<file path="src/rtl/icu_pkg.sv">
package icu_pkg;

    localparam int unsigned SRC_N  = 32;
    localparam int unsigned ADDR_W = 3;

    typedef logic [SRC_N-1:0] word_t;

    typedef enum logic [ADDR_W-1:0] {
        SEL_STAT  = 3'd0,
        SEL_ENA   = 3'd1,
        SEL_CRIT  = 3'd2,
        SEL_SENSE = 3'd3,
        SEL_STYLE = 3'd4,
        SEL_PEND  = 3'd5
    } reg_sel_e;

    typedef struct packed {
        word_t ena;
        word_t crit;
        word_t sense;
        word_t style;
    } cfg_t;

    // Source n lands on word bit SRC_N-1-n.
    function automatic word_t src_to_word(input word_t src);
        word_t w;
        for (int n = 0; n < SRC_N; n++) begin
            w[SRC_N-1-n] = src[n];
        end
        return w;
    endfunction

endpackage

</file>
<file path="src/rtl/icu_sync.sv">
module icu_sync #(
    parameter int unsigned W     = 32,
    parameter int unsigned DEPTH = 2
) (
    input  logic         clk,
    input  logic         rst,
    input  logic [W-1:0] d,
    output logic [W-1:0] q
);
    logic [DEPTH-1:0][W-1:0] stg;

    always_ff @(posedge clk) begin
        if (rst) begin
            stg <= '0;
        end else begin
            stg[0] <= d;
            for (int k = DEPTH - 1; k > 0; k--) begin
                stg[k] <= stg[k-1];
            end
        end
    end

    assign q = stg[DEPTH-1];
endmodule

</file>
<file path="src/rtl/icu_detect.sv">
module icu_detect
    import icu_pkg::*;
(
    input  logic  clk,
    input  logic  rst,
    input  word_t lvl,
    input  word_t sense,
    input  word_t style,
    output word_t evt
);
    word_t prev;

    always_ff @(posedge clk) begin
        if (rst) prev <= '0;
        else     prev <= lvl;
    end

    for (genvar i = 0; i < SRC_N; i++) begin : g_bit
        logic active;
        logic moved;
        assign active = ~(lvl[i] ^ sense[i]);
        assign moved  = lvl[i] ^ prev[i];
        // style 1: edge toward the active level; style 0: level
        assign evt[i] = style[i] ? (active & moved) : active;
    end
endmodule

</file>
<file path="src/rtl/icu_regs.sv">
module icu_regs
    import icu_pkg::*;
(
    input  logic              clk,
    input  logic              rst,
    input  logic              we,
    input  logic [ADDR_W-1:0] addr,
    input  word_t             wdata,
    input  word_t             evt,
    input  word_t             pend,
    output cfg_t              cfg,
    output word_t             stat,
    output word_t             rdata
);
    reg_sel_e sel;
    word_t    clr_vec;

    assign sel     = reg_sel_e'(addr);
    assign clr_vec = (we && sel == SEL_STAT) ? wdata : '0;

    always_ff @(posedge clk) begin
        if (rst) begin
            stat <= '0;
        end else begin
            // a new event overrides a same-cycle clear
            stat <= (stat & ~clr_vec) | evt;
        end
    end

    always_ff @(posedge clk) begin
        if (rst) begin
            cfg <= '0;
        end else if (we) begin
            case (sel)
                SEL_ENA:   cfg.ena   <= wdata;
                SEL_CRIT:  cfg.crit  <= wdata;
                SEL_SENSE: cfg.sense <= wdata;
                SEL_STYLE: cfg.style <= wdata;
                default:   ;
            endcase
        end
    end

    always_comb begin
        case (sel)
            SEL_STAT:  rdata = stat;
            SEL_ENA:   rdata = cfg.ena;
            SEL_CRIT:  rdata = cfg.crit;
            SEL_SENSE: rdata = cfg.sense;
            SEL_STYLE: rdata = cfg.style;
            SEL_PEND:  rdata = pend;
            default:   rdata = '0;
        endcase
    end


    clear_only_by_write_chk: assert property (@(posedge clk) disable iff (rst)
        !rst |=> (($past(stat) & ~$past(clr_vec) & ~stat) == '0));


    event_lands_chk: assert property (@(posedge clk) disable iff (rst)
        !rst |=> (($past(evt) & ~stat) == '0));


    reset_stat_chk: assert property (@(posedge clk)
        rst |=> (stat == '0 && cfg == '0));
endmodule

</file>
<file path="src/rtl/icu_out.sv">
module icu_out
    import icu_pkg::*;
(
    input  logic  clk,
    input  logic  rst,
    input  word_t stat,
    input  word_t ena,
    input  word_t crit,
    output word_t pend,
    output logic  irq_nc,
    output logic  irq_cr
);
    assign pend = stat & ena;

    always_ff @(posedge clk) begin
        if (rst) begin
            irq_nc <= 1'b0;
            irq_cr <= 1'b0;
        end else begin
            irq_nc <= |(pend & ~crit);
            irq_cr <= |(pend & crit);
        end
    end


    masked_quiet_chk: assert property (@(posedge clk) disable iff (rst)
        (ena == '0) |=> (!irq_nc && !irq_cr));


    crit_unrouted_chk: assert property (@(posedge clk) disable iff (rst)
        (crit == '0) |=> !irq_cr);
endmodule

</file>
<file path="src/rtl/icu_unit.sv">
module icu_unit
    import icu_pkg::*;
#(
    parameter int unsigned SYNC_DEPTH = 2
) (
    input  logic              clk,
    input  logic              rst,
    input  logic [SRC_N-1:0]  src_irq,
    input  logic              bus_we,
    input  logic [ADDR_W-1:0] bus_addr,
    input  logic [SRC_N-1:0]  bus_wdata,
    output logic [SRC_N-1:0]  bus_rdata,
    output logic              irq_noncrit,
    output logic              irq_crit
);
    word_t src_sync;
    word_t src_word;
    word_t evt;
    word_t stat;
    word_t pend;
    cfg_t  cfg;

    icu_sync #(.W(SRC_N), .DEPTH(SYNC_DEPTH)) u_sync (
        .clk (clk),
        .rst (rst),
        .d   (src_irq),
        .q   (src_sync)
    );

    assign src_word = src_to_word(src_sync);

    icu_detect u_det (
        .clk   (clk),
        .rst   (rst),
        .lvl   (src_word),
        .sense (cfg.sense),
        .style (cfg.style),
        .evt   (evt)
    );

    icu_regs u_regs (
        .clk   (clk),
        .rst   (rst),
        .we    (bus_we),
        .addr  (bus_addr),
        .wdata (bus_wdata),
        .evt   (evt),
        .pend  (pend),
        .cfg   (cfg),
        .stat  (stat),
        .rdata (bus_rdata)
    );

    icu_out u_out (
        .clk    (clk),
        .rst    (rst),
        .stat   (stat),
        .ena    (cfg.ena),
        .crit   (cfg.crit),
        .pend   (pend),
        .irq_nc (irq_noncrit),
        .irq_cr (irq_crit)
    );
endmodule

</file>
<file path="config.mk">
export PLATFORM = sky130hd
export DESIGN_NAME = icu_unit
export DESIGN_NICKNAME = d
export VERILOG_FILES = /design/src/rtl/icu_pkg.sv /design/src/rtl/icu_sync.sv /design/src/rtl/icu_detect.sv /design/src/rtl/icu_regs.sv /design/src/rtl/icu_out.sv /design/src/rtl/icu_unit.sv
export SDC_FILE = /design/constraint.sdc
export NUM_CORES = 1
export LEC_CHECK = 0
export BUFFER_PORTS_ARGS = -buffer_cell sky130_fd_sc_hd__buf_2
export CORE_MARGIN = 1
export CORE_UTILIZATION = 55
export CTS_BUF_LIST = sky130_fd_sc_hd__clkbuf_8
export CTS_CLUSTER_SIZE = 8
export DETAILED_ROUTE_END_ITERATION = 16
export HOLD_SLACK_MARGIN = 0.15
export PLACE_DENSITY = 0.72
export SYNTH_ARGS = -nofsm -noshare
export SYNTH_HDL_FRONTEND = slang
export SYNTH_SLANG_ARGS = --single-unit
export TNS_END_PERCENT = 1
</file>
<file path="constraint.sdc">
create_clock -name clk -period 3.3 [get_ports clk]
set_input_delay 0.165 -clock clk [delete_from_list [all_inputs] [get_ports clk]]
set_output_delay 0.165 -clock clk [all_outputs]
set_load 0.005 [all_outputs]
</file>
==> results.json, run 1 <==
{
  "grt_max_degree": 129,
  "drv_slew": 0,
  "cap_violations": 0,
  "pwr-share-comb": 0.085,
  "place_hpwl_um": 19800,
  "cts_root_buf": "clkbuf_8",
  "drt_iter0_drc": 934,
  "syn-num-nets": 1390,
  "drive_gt1_frac": 0.132,
  "area_growth_pct": 19.8,
  "clock_path_buffers": 3,
  "setup_tns_ns": 0,
  "synthCells": 1320,
  "rsz0062_at_grt": "false",
  "antenna_left": 0,
  "remaining_drc_errors": 0,
  "clock_latency_ns": 0.54,
  "drt_pre_antenna_iters": 5,
  "yosysWarnings": 0,
  "antenna_found_initial": 0,
  "internal_power_mw": 4.97,
  "finalInstanceArea_um2": 12900,
  "worstPathArrival_ns": 1.99,
  "min_period_ns": 2.16,
  "cts_resized": 0,
  "viasPerCell": 5.68,
  "final-hold-violation-count": 0,
  "yosysSeqAreaShare": 0.480,
  "fp.dieW_um": 142,
  "cp-end-kind": "primary output",
  "ys_async_sr_fraction": 0,
  "die-height_um": 142,
  "overflow": 0,
  "grt_pass1_vias": 8982,
  "ios": 104,
  "final_nets": 1543,
  "core_area_um2": 19000,
  "setup_viol": 0,
  "vias": 10000,
  "relSlewSlack": 0.376,
  "synth-edff-count": 0,
  "htreeDepth": 2,
  "switching_share": 0.248,
  "fin_crit_sh": 0.654,
  "portBuffers": 103,
  "ys.flop_type": "dfxtp_1",
  "leakagePower_nw": 4.94,
  "power_mw": 6.61,
  "cts_hold_buf": 64,
  "place.gp.congestion": 0.950,
  "n_fill_cell": 1579,
  "ys_types": 36,
  "grt_pass1_wl_um": 48500,
  "placed_cell_area_um2": 11400,
  "clockPowerShare": 0.412,
  "finClkSkew_ns": 0.0186,
  "rows": 50,
  "holdWs_ns": 0.280,
  "numCtsBuffers": 43,
  "wl_per_cell_um": 17.7,
  "syn-cell-area_um2": 10800,
  "critPathLaunchType": "primary input",
  "initial_core_util": 0.568,
  "clk_pin_slew_worst_paths_ns": 0.06,
  "yosys_register_bits": 258,
  "path_class": "in -> out",
  "tritoncts": "yes",
  "worst_pin_slew_ns": 0.934,
  "crit_fanout": 17,
  "dieArea_um2": 20100,
  "seqPwrFrac": 0.504,
  "hp-class": "in -> reg",
  "cp_data_required_time_ns": 3.13,
  "power_density_nw_per_um2": 513,
  "status": "finished, final reports clean",
  "post_cts_buffers": 0,
  "n_antenna_cell": 0,
  "grt_usage": 0.309,
  "routed_wl_um": 31200,
  "netSwitchingPower_mw": 1.64,
  "fmax_mhz": 463,
  "irDropWorstVdd_mv": 0.335,
  "synth.avg_cell_area_um2": 8.15,
  "cts.sinks": 258
}
==> cells by family after synthesis <==
kind of cell,synth area share
AOI/OAI and AO/OA,0.175
buffers and inverters,0.0412
DFF,0.480
muxes,0.0221
and+or+nand+nor,0.282
==> layout by cell type (no fill, tap or decap), types with 3 or more instances in the layout <==
cell type	n
a221oi_1	6
nor4_1	4
a32o_1	11
a31oi_1	32
nand2b_1	25
buf_12	3
a221o_1	11
nor3_1	34
nand4_1	8
o221ai_1	10
o22ai_1	17
nand3_1	34
mux2_2	6
nor2b_1	131
inv_1	23
nor2_1	17
a22oi_1	19
buf_2	102
and3_1	3
buf_4	24
nand3b_1	6
a21oi_1	172
clkbuf_8	53
dlygate4sd3_1	64
dfxtp_1	258
mux2i_1	17
nand2_1	378
a32oi_1	21
==> stage by stage <==
| step | util | instances | worst slack [ns] |
|---|---|---|---|
| after detailed placement | 0.602 | 1624 | 1.19 |
| after global routing | 0.680 | 1765 | 1.10 |
| after CTS | 0.680 | 1765 | 1.20 |
| final | 0.680 | 1765 | 1.14 |
| after global placement | 0.602 | 1624 | 1.26 |
| after floorplan | - | 1320 | 2.00 |
==> synth_stat cells (17+ instances only) <==
library cell  count  share of area
o22ai_1          17         0.0099
nand3_1          34          0.016
dfxtp_1         258           0.48
a22oi_1          19          0.013
a32oi_1          21          0.017
clkbuf_1         32          0.011
nor2b_1         132          0.077
mux2i_1          17          0.016
a31oi_1          32          0.019
nand2b_1         25          0.015
buf_2            39          0.018
a21oi_1         172          0.080
nor3_1           34          0.016
nor2_1           17         0.0059
nand2_1         378           0.13
==> power by group through the flow <==
stage | Sequential, mW | Combinational (mW) | Clock, mW
4_1_cts | 3.33 | 0.551 | 2.76
6_report | 3.33 | 0.559 | 2.72
3_3_place_gp | 3.39 | 0.482 | 0
3_5_place_dp | 3.39 | 0.490 | 0
2_1_floorplan | 3.36 | 0.322 | 0
5_1_grt | 3.34 | 0.606 | 2.92
==> worst paths after layout <==
kind | start | to | slack (ns) | cells past startpoint
worst max-delay path | bus_addr[1] | bus_rdata[20] | 1.14 | 6
worst min-delay path | rst | u_det.prev[3] | 0.28 | 2
worst min register to register | u_sync.stg[20] | u_sync.q[20] | 0.43 | 1
worst max register to register | u_regs.cfg[86] | u_out.irq_nc | 1.92 | 4
==> sequential cells by signal (all words and copies together) (netlist names) <==
register and count:
u_sync.q 32, u_out.irq_cr 1, u_out.irq_nc 1, u_det.prev 32, u_regs.cfg 128, u_regs.stat 32, u_sync.stg 32
==> critical path, stage by stage <==
cell      delay (ns)
buf_2           0.12
inv_1           0.51
and3_1          0.64
a32oi_1         0.21
o221ai_1        0.16
buf_2           0.18
==> metal layers <==
| layer | share of wire | GRT usage |
|---|---|---|
| met2 | 0.45 | 0.479 |
| met3 | 0.082 | 0.0719 |
| met4 | 0.027 | 0.111 |
| met1 | 0.44 | 0.419 |
| met5 | 0 | 0.00251 |
==> final cells by class <==
class                   count  area [um2]  share of cell area
flip-flops and latches    258        5160               0.401
clock buffers              52         716              0.0555
multi-input cells         975        5150               0.400
repair buffers            194        1410               0.109
clock inverters            25         123             0.00951
well taps                 260         325              0.0252
inverters                   1        3.75            0.000291
Note: power is estimated with default switching activity, not from simulation.
==> run 2: changes to the inputs <==
==> constraint.sdc (replaced) <==
create_clock -name clk -period 2.15 [get_ports clk]
set_input_delay 0.1075 -clock clk [delete_from_list [all_inputs] [get_ports clk]]
set_output_delay 0.1075 -clock clk [all_outputs]
set_load 0.005 [all_outputs]
==> results.json, run 2 (synthesis gave the netlist of run 1 again) <==
{
  "status": "finished, final reports clean",
  "r2r_setup_slack_ns": 0.76,
  "fmax_mhz": 483,
  "finClkSkew_ns": 0.0280,
  "ios": 104,
  "antenna_found_initial": 0,
  "rsz0062_at_grt": "false",
  "n_fill_cell": 1566,
  "cts_root_buf": "clkbuf_8",
  "worstHoldEndpoint": "u_regs.cfg[0]",
  "cp-end-kind": "primary output",
  "fp.dieW_um": 142,
  "r2r-end": "u_out.irq_nc",
  "regMostFlops": "u_regs.cfg",
  "r2r-start": "u_regs.stat[8]",
  "routed_wl_um": 31600,
  "die-height_um": 142,
  "worstPathArrival_ns": 1.96,
  "clk_pin_slew_worst_paths_ns": 0.06,
  "overflow": 0,
  "critPathLaunchType": "primary input",
  "mostFrequentLayoutCell": "nand2_1",
  "initial_core_util": 0.568,
  "slowest_delay_ns": 0.92,
  "cap_violations": 0,
  "cp_data_required_time_ns": 2.04,
  "clock_latency_ns": 0.56,
  "power_density_nw_per_um2": 771,
  "cp_common_cell": "buf_2",
  "final_core_util": 0.687,
  "grt_pass1_wl_um": 49400,
  "final_nets": 1556,
  "core_area_um2": 19000,
  "remaining_drc_errors": 0,
  "seq_area_um2": 5160,
  "hold_start": "bus_we",
  "final_cell_mix": "nand2_1 (378), dfxtp_1 (258), a21oi_1 (172)",
  "worst_pin_slew_ns": 1.22,
  "rows": 50,
  "drt_iter0_drc": 939,
  "antenna_left": 0,
  "tritoncts": "yes",
  "clock_path_buffers": 3,
  "leakagePower_nw": 4.98,
  "multiInputGateArea_um2": 5150,
  "crit_family": "simple AND/OR/NAND/NOR gates",
  "final-hold-violation-count": 0,
  "n_antenna_cell": 0,
  "htreeDepth": 2,
  "irDropWorstVdd_mv": 0.631,
  "grt_pass1_vias": 9274,
  "place.gp.congestion": 0.973,
  "portBuffers": 103,
  "largest_reg_flops": 128,
  "setup_tns_ns": 0,
  "area_growth_pct": 21.1,
  "cts.sinks": 258,
  "rr_worst_depth": 4,
  "min_period_ns": 2.07,
  "relSlewSlack": 0.182,
  "numCtsBuffers": 43,
  "cts_resized": 0,
  "drv_slew": 0,
  "path_class": "in -> out",
  "power_mw": 10.1,
  "drt_pre_antenna_iters": 7,
  "wl_per_cell_um": 17.8,
  "viasPerCell": 5.73,
  "vias": 10200,
  "hp-class": "in -> reg",
  "grt_usage": 0.314,
  "grt_max_degree": 89,
  "min_path_cells": 5,
  "setup_viol": 0,
  "fin_crit_sh": 0.963,
  "crit_fanout": 13,
  "path_cells": "buf_2 > or2_1 > nor2_1 > a221o_1 > buf_2",
  "place_hpwl_um": 20100,
  "crit_path_top_delay_cell": "nor2_1",
  "drive_gt1_frac": 0.137,
  "dieArea_um2": 20100,
  "crit_buf_inv": 2
}
## run 2: what timing repair did
action | in CTS | in global routing
setup buffers | 0 | 0
endpoints found under the hold margin | 202 | 0
hold buffers | 71 | 0
## run 2: area by class of cell
| cell class | instances | area share |
|---|---|---|
| Inverter | 1 | 0.000288 |
| Sequential cell | 258 | 0.396 |
| Tap cell | 260 | 0.0250 |
| Clock inverter | 21 | 0.00749 |
| Clock buffer | 51 | 0.0539 |
| Multi-Input combinational cell | 975 | 0.396 |
| Timing Repair Buffer | 207 | 0.121 |
## run 2: routing by layer
layer,vias up,track usage,routed length (um)
li1,4885,-,-
met1,4770,0.413,13700
met2,438,0.522,14900
met3,71,0.0486,2260
met4,0,0.118,830
met5,-,0,0
## run 2: per-stage QoR
stage | hold slack [ns] | cell area, um2 | std cells | setup slack (ns)
finish | 0.210 | 13000 | 1773 | 0.0797
floorplan | 0.236 | 10800 | 1320 | 0.968
detailed placement | 0.319 | 11500 | 1630 | 0.151
CTS | 0.174 | 13000 | 1773 | 0.146
global placement | 0.313 | 11500 | 1630 | 0.101
global route | 0.216 | 13000 | 1773 | 0.0413
## run 2: how the worst max path moves through the flow
stage / start / cells past startpoint / slack, ns / endpoint
after global placement: bus_addr[0] / 5 / 0.10 / bus_rdata[15]
after detailed placement: bus_addr[0] / 5 / 0.15 / bus_rdata[16]
after global routing: bus_addr[0] / 5 / 0.04 / bus_rdata[16]
final: bus_addr[0] / 5 / 0.08 / bus_rdata[16]
after floorplan: bus_addr[2] / 5 / 0.97 / bus_rdata[11]
after CTS: bus_addr[0] / 5 / 0.15 / bus_rdata[16]
## run 2: power breakdown
group          total [mW]  internal, mW  switching (mW)
Combinational       0.892         0.401           0.491
Sequential           5.11          4.96           0.159
Clock                4.04          2.14            1.90
Total                10.1          7.50            2.55
## run 2: worst min-delay path, stage by stage
cell,delay (ns)
buf_2,0.15
nand3_1,0.11
buf_4,0.21
nand2_1,0.08
a21oi_1,0.05
==> run 3: changes to the inputs <==
--- a/config.mk
+++ b/config.mk
@@ -5,14 +5,14 @@
 export SDC_FILE = /design/constraint.sdc
 export NUM_CORES = 1
 export LEC_CHECK = 0
-export BUFFER_PORTS_ARGS = -buffer_cell sky130_fd_sc_hd__buf_2
 export CORE_MARGIN = 1
 export CORE_UTILIZATION = 55
 export CTS_BUF_LIST = sky130_fd_sc_hd__clkbuf_8
 export CTS_CLUSTER_SIZE = 8
 export DETAILED_ROUTE_END_ITERATION = 16
-export HOLD_SLACK_MARGIN = 0.15
-export PLACE_DENSITY = 0.72
+export DONT_BUFFER_PORTS = 1
+export HOLD_SLACK_MARGIN = 0.05
+export PLACE_DENSITY = 0.67
 export SYNTH_ARGS = -nofsm -noshare
 export SYNTH_HDL_FRONTEND = slang
 export SYNTH_SLANG_ARGS = --single-unit
==> results.json, run 3 (synthesis gave the netlist of run 1 again) <==
{
  "n_antenna_cell": 0,
  "drt_pre_antenna_iters": 5,
  "viasPerCell": 5.83,
  "irDropWorstVdd_mv": 0.546,
  "cp-end-kind": "register",
  "remaining_drc_errors": 0,
  "vias": 10400,
  "area_growth_pct": 26.3,
  "power_density_nw_per_um2": 734,
  "place.gp.congestion": 0.868,
  "path_cells": "dlygate4sd3_1 > nor2b_4 > nor2b_2 > buf_4 > nand2_1 > a21oi_1 > dlygate4sd3_1",
  "crit_buf_inv": 3,
  "clk_pin_slew_worst_paths_ns": 0.06,
  "initial_core_util": 0.568,
  "grt_pass1_wl_um": 52600,
  "fmax_mhz": 491,
  "routed_wl_um": 33600,
  "n_fill_cell": 1550,
  "drive_gt1_frac": 0.0633,
  "crit_fanout": 54,
  "rsz0062_at_grt": "false",
  "portBuffers": 0,
  "core_area_um2": 19000,
  "rows": 50,
  "numCtsBuffers": 43,
  "place_hpwl_um": 19300,
  "path_class": "in -> reg",
  "grt_pass1_vias": 9819,
  "leakagePower_nw": 5.27,
  "final_nets": 1564,
  "finClkSkew_ns": 0.0183,
  "cp_common_cell": "dlygate4sd3_1",
  "crit_path_top_delay_cell": "dlygate4sd3_1",
  "drt_iter0_drc": 954,
  "tritoncts": "yes",
  "status": "finished, final reports clean",
  "antenna_found_initial": 0,
  "htreeDepth": 2,
  "crit_family": "buffers and inverters",
  "fin_crit_sh": 0.947,
  "hp-class": "in -> reg",
  "cap_violations": 0,
  "cts.sinks": 258,
  "fp.dieW_um": 142,
  "post_cts_buffers": 0,
  "final_cell_mix": "nand2_1 (378), dfxtp_1 (258), dlygate4sd3_1 (188)",
  "worst_pin_slew_ns": 0.667,
  "final-hold-violation-count": 0,
  "critPathLaunchType": "primary input",
  "drv_slew": 0,
  "dp_cells": 1520,
  "relSlewSlack": 0.553,
  "mostFrequentLayoutCell": "nand2_1",
  "die-height_um": 142,
  "clock_latency_ns": 0.55,
  "clock_path_buffers": 3,
  "overflow": 0,
  "min_period_ns": 2.04,
  "dieArea_um2": 20100,
  "wl_per_cell_um": 18.9,
  "largest_reg_flops": 128,
  "slowest_delay_ns": 0.62,
  "grt_usage": 0.335,
  "setup_tns_ns": 0,
  "setup_viol": 0,
  "ios": 104,
  "grt_max_degree": 145,
  "cts_root_buf": "clkbuf_8",
  "worstPathArrival_ns": 2.52,
  "power_mw": 9.97,
  "final_cells": 1777,
  "antenna_left": 0,
  "cp_data_required_time_ns": 2.63,
  "regMostFlops": "u_regs.cfg"
}
==> run 3: changes by cell type in the layout (fill, tap and decap cells not counted) <==
cell           delta
clkinvlp_4        -1
inv_6             -1
clkbuf_8          +1
buf_12            -4
dlygate4sd3_1   +117
buf_4             -3
clkinv_2          -1
clkinv_4          -1
buf_2           -102
buf_16            +1
inv_1             -2
==> run 3: layer usage <==
layer,vias up,share of wire,track usage
li1,4893,-,-
met1,4866,0.41,0.432
met2,507,0.46,0.537
met3,90,0.11,0.0840
met4,0,0.031,0.130
met5,-,0,0
==> run 3: worst register-to-register path, stage by stage, from the launching register on <==
cell and delay, ns:
dfxtp_1 0.37, nor2b_1 0.16, nor3_1 0.07, a31oi_1 0.15, a21oi_1 0.08, dlygate4sd3_1 0.55
==> run 3: layout make-up <==
class	count	area [um2]	area share
Clock inverter	15	60.1	0.00442
Clock buffer	53	729	0.0537
Tap cell	260	325	0.0239
Multi-Input combinational cell	975	5150	0.379
Timing Repair Buffer	215	2150	0.159
Inverter	1	3.75	0.000276
Sequential cell	258	5160	0.380
==> run 3: path summary, 6_finish.rpt <==
kind | from | endpoint | slack [ns] | depth (start not counted)
max | bus_addr[2] | u_regs.cfg[69] | 0.11 | 7
min reg2reg | u_sync.stg[6] | u_sync.q[6] | 0.43 | 1
max reg2reg | u_regs.cfg[6] | u_regs.stat[6] | 0.65 | 5
min | bus_we | u_regs.cfg[17] | 0.09 | 4
==> run 3: power by group <==
group	internal, mW	leakage (nW)	switching [mW]
Clock	2.19	0.457	1.90
Sequential	4.96	2.11	0.158
Combinational	0.401	2.70	0.369
Total	7.55	5.27	2.43
==> run 3: what timing repair did <==
action,CTS,global route
resized for setup,0,0
endpoints found under the hold margin,258,0
hold buffers,189,0
==> run 3: stage by stage <==
step	worst slack (ns)	area, um2	hold WS (ns)	util
after CTS	0.201	13600	0.0625	0.717
after global placement	0.735	10900	0.192	0.575
after floorplan	0.968	10800	0.236	-
after global routing	0.0320	13600	0.0971	0.717
after detailed placement	0.673	10900	0.194	0.575
final	0.114	13600	0.0938	0.717
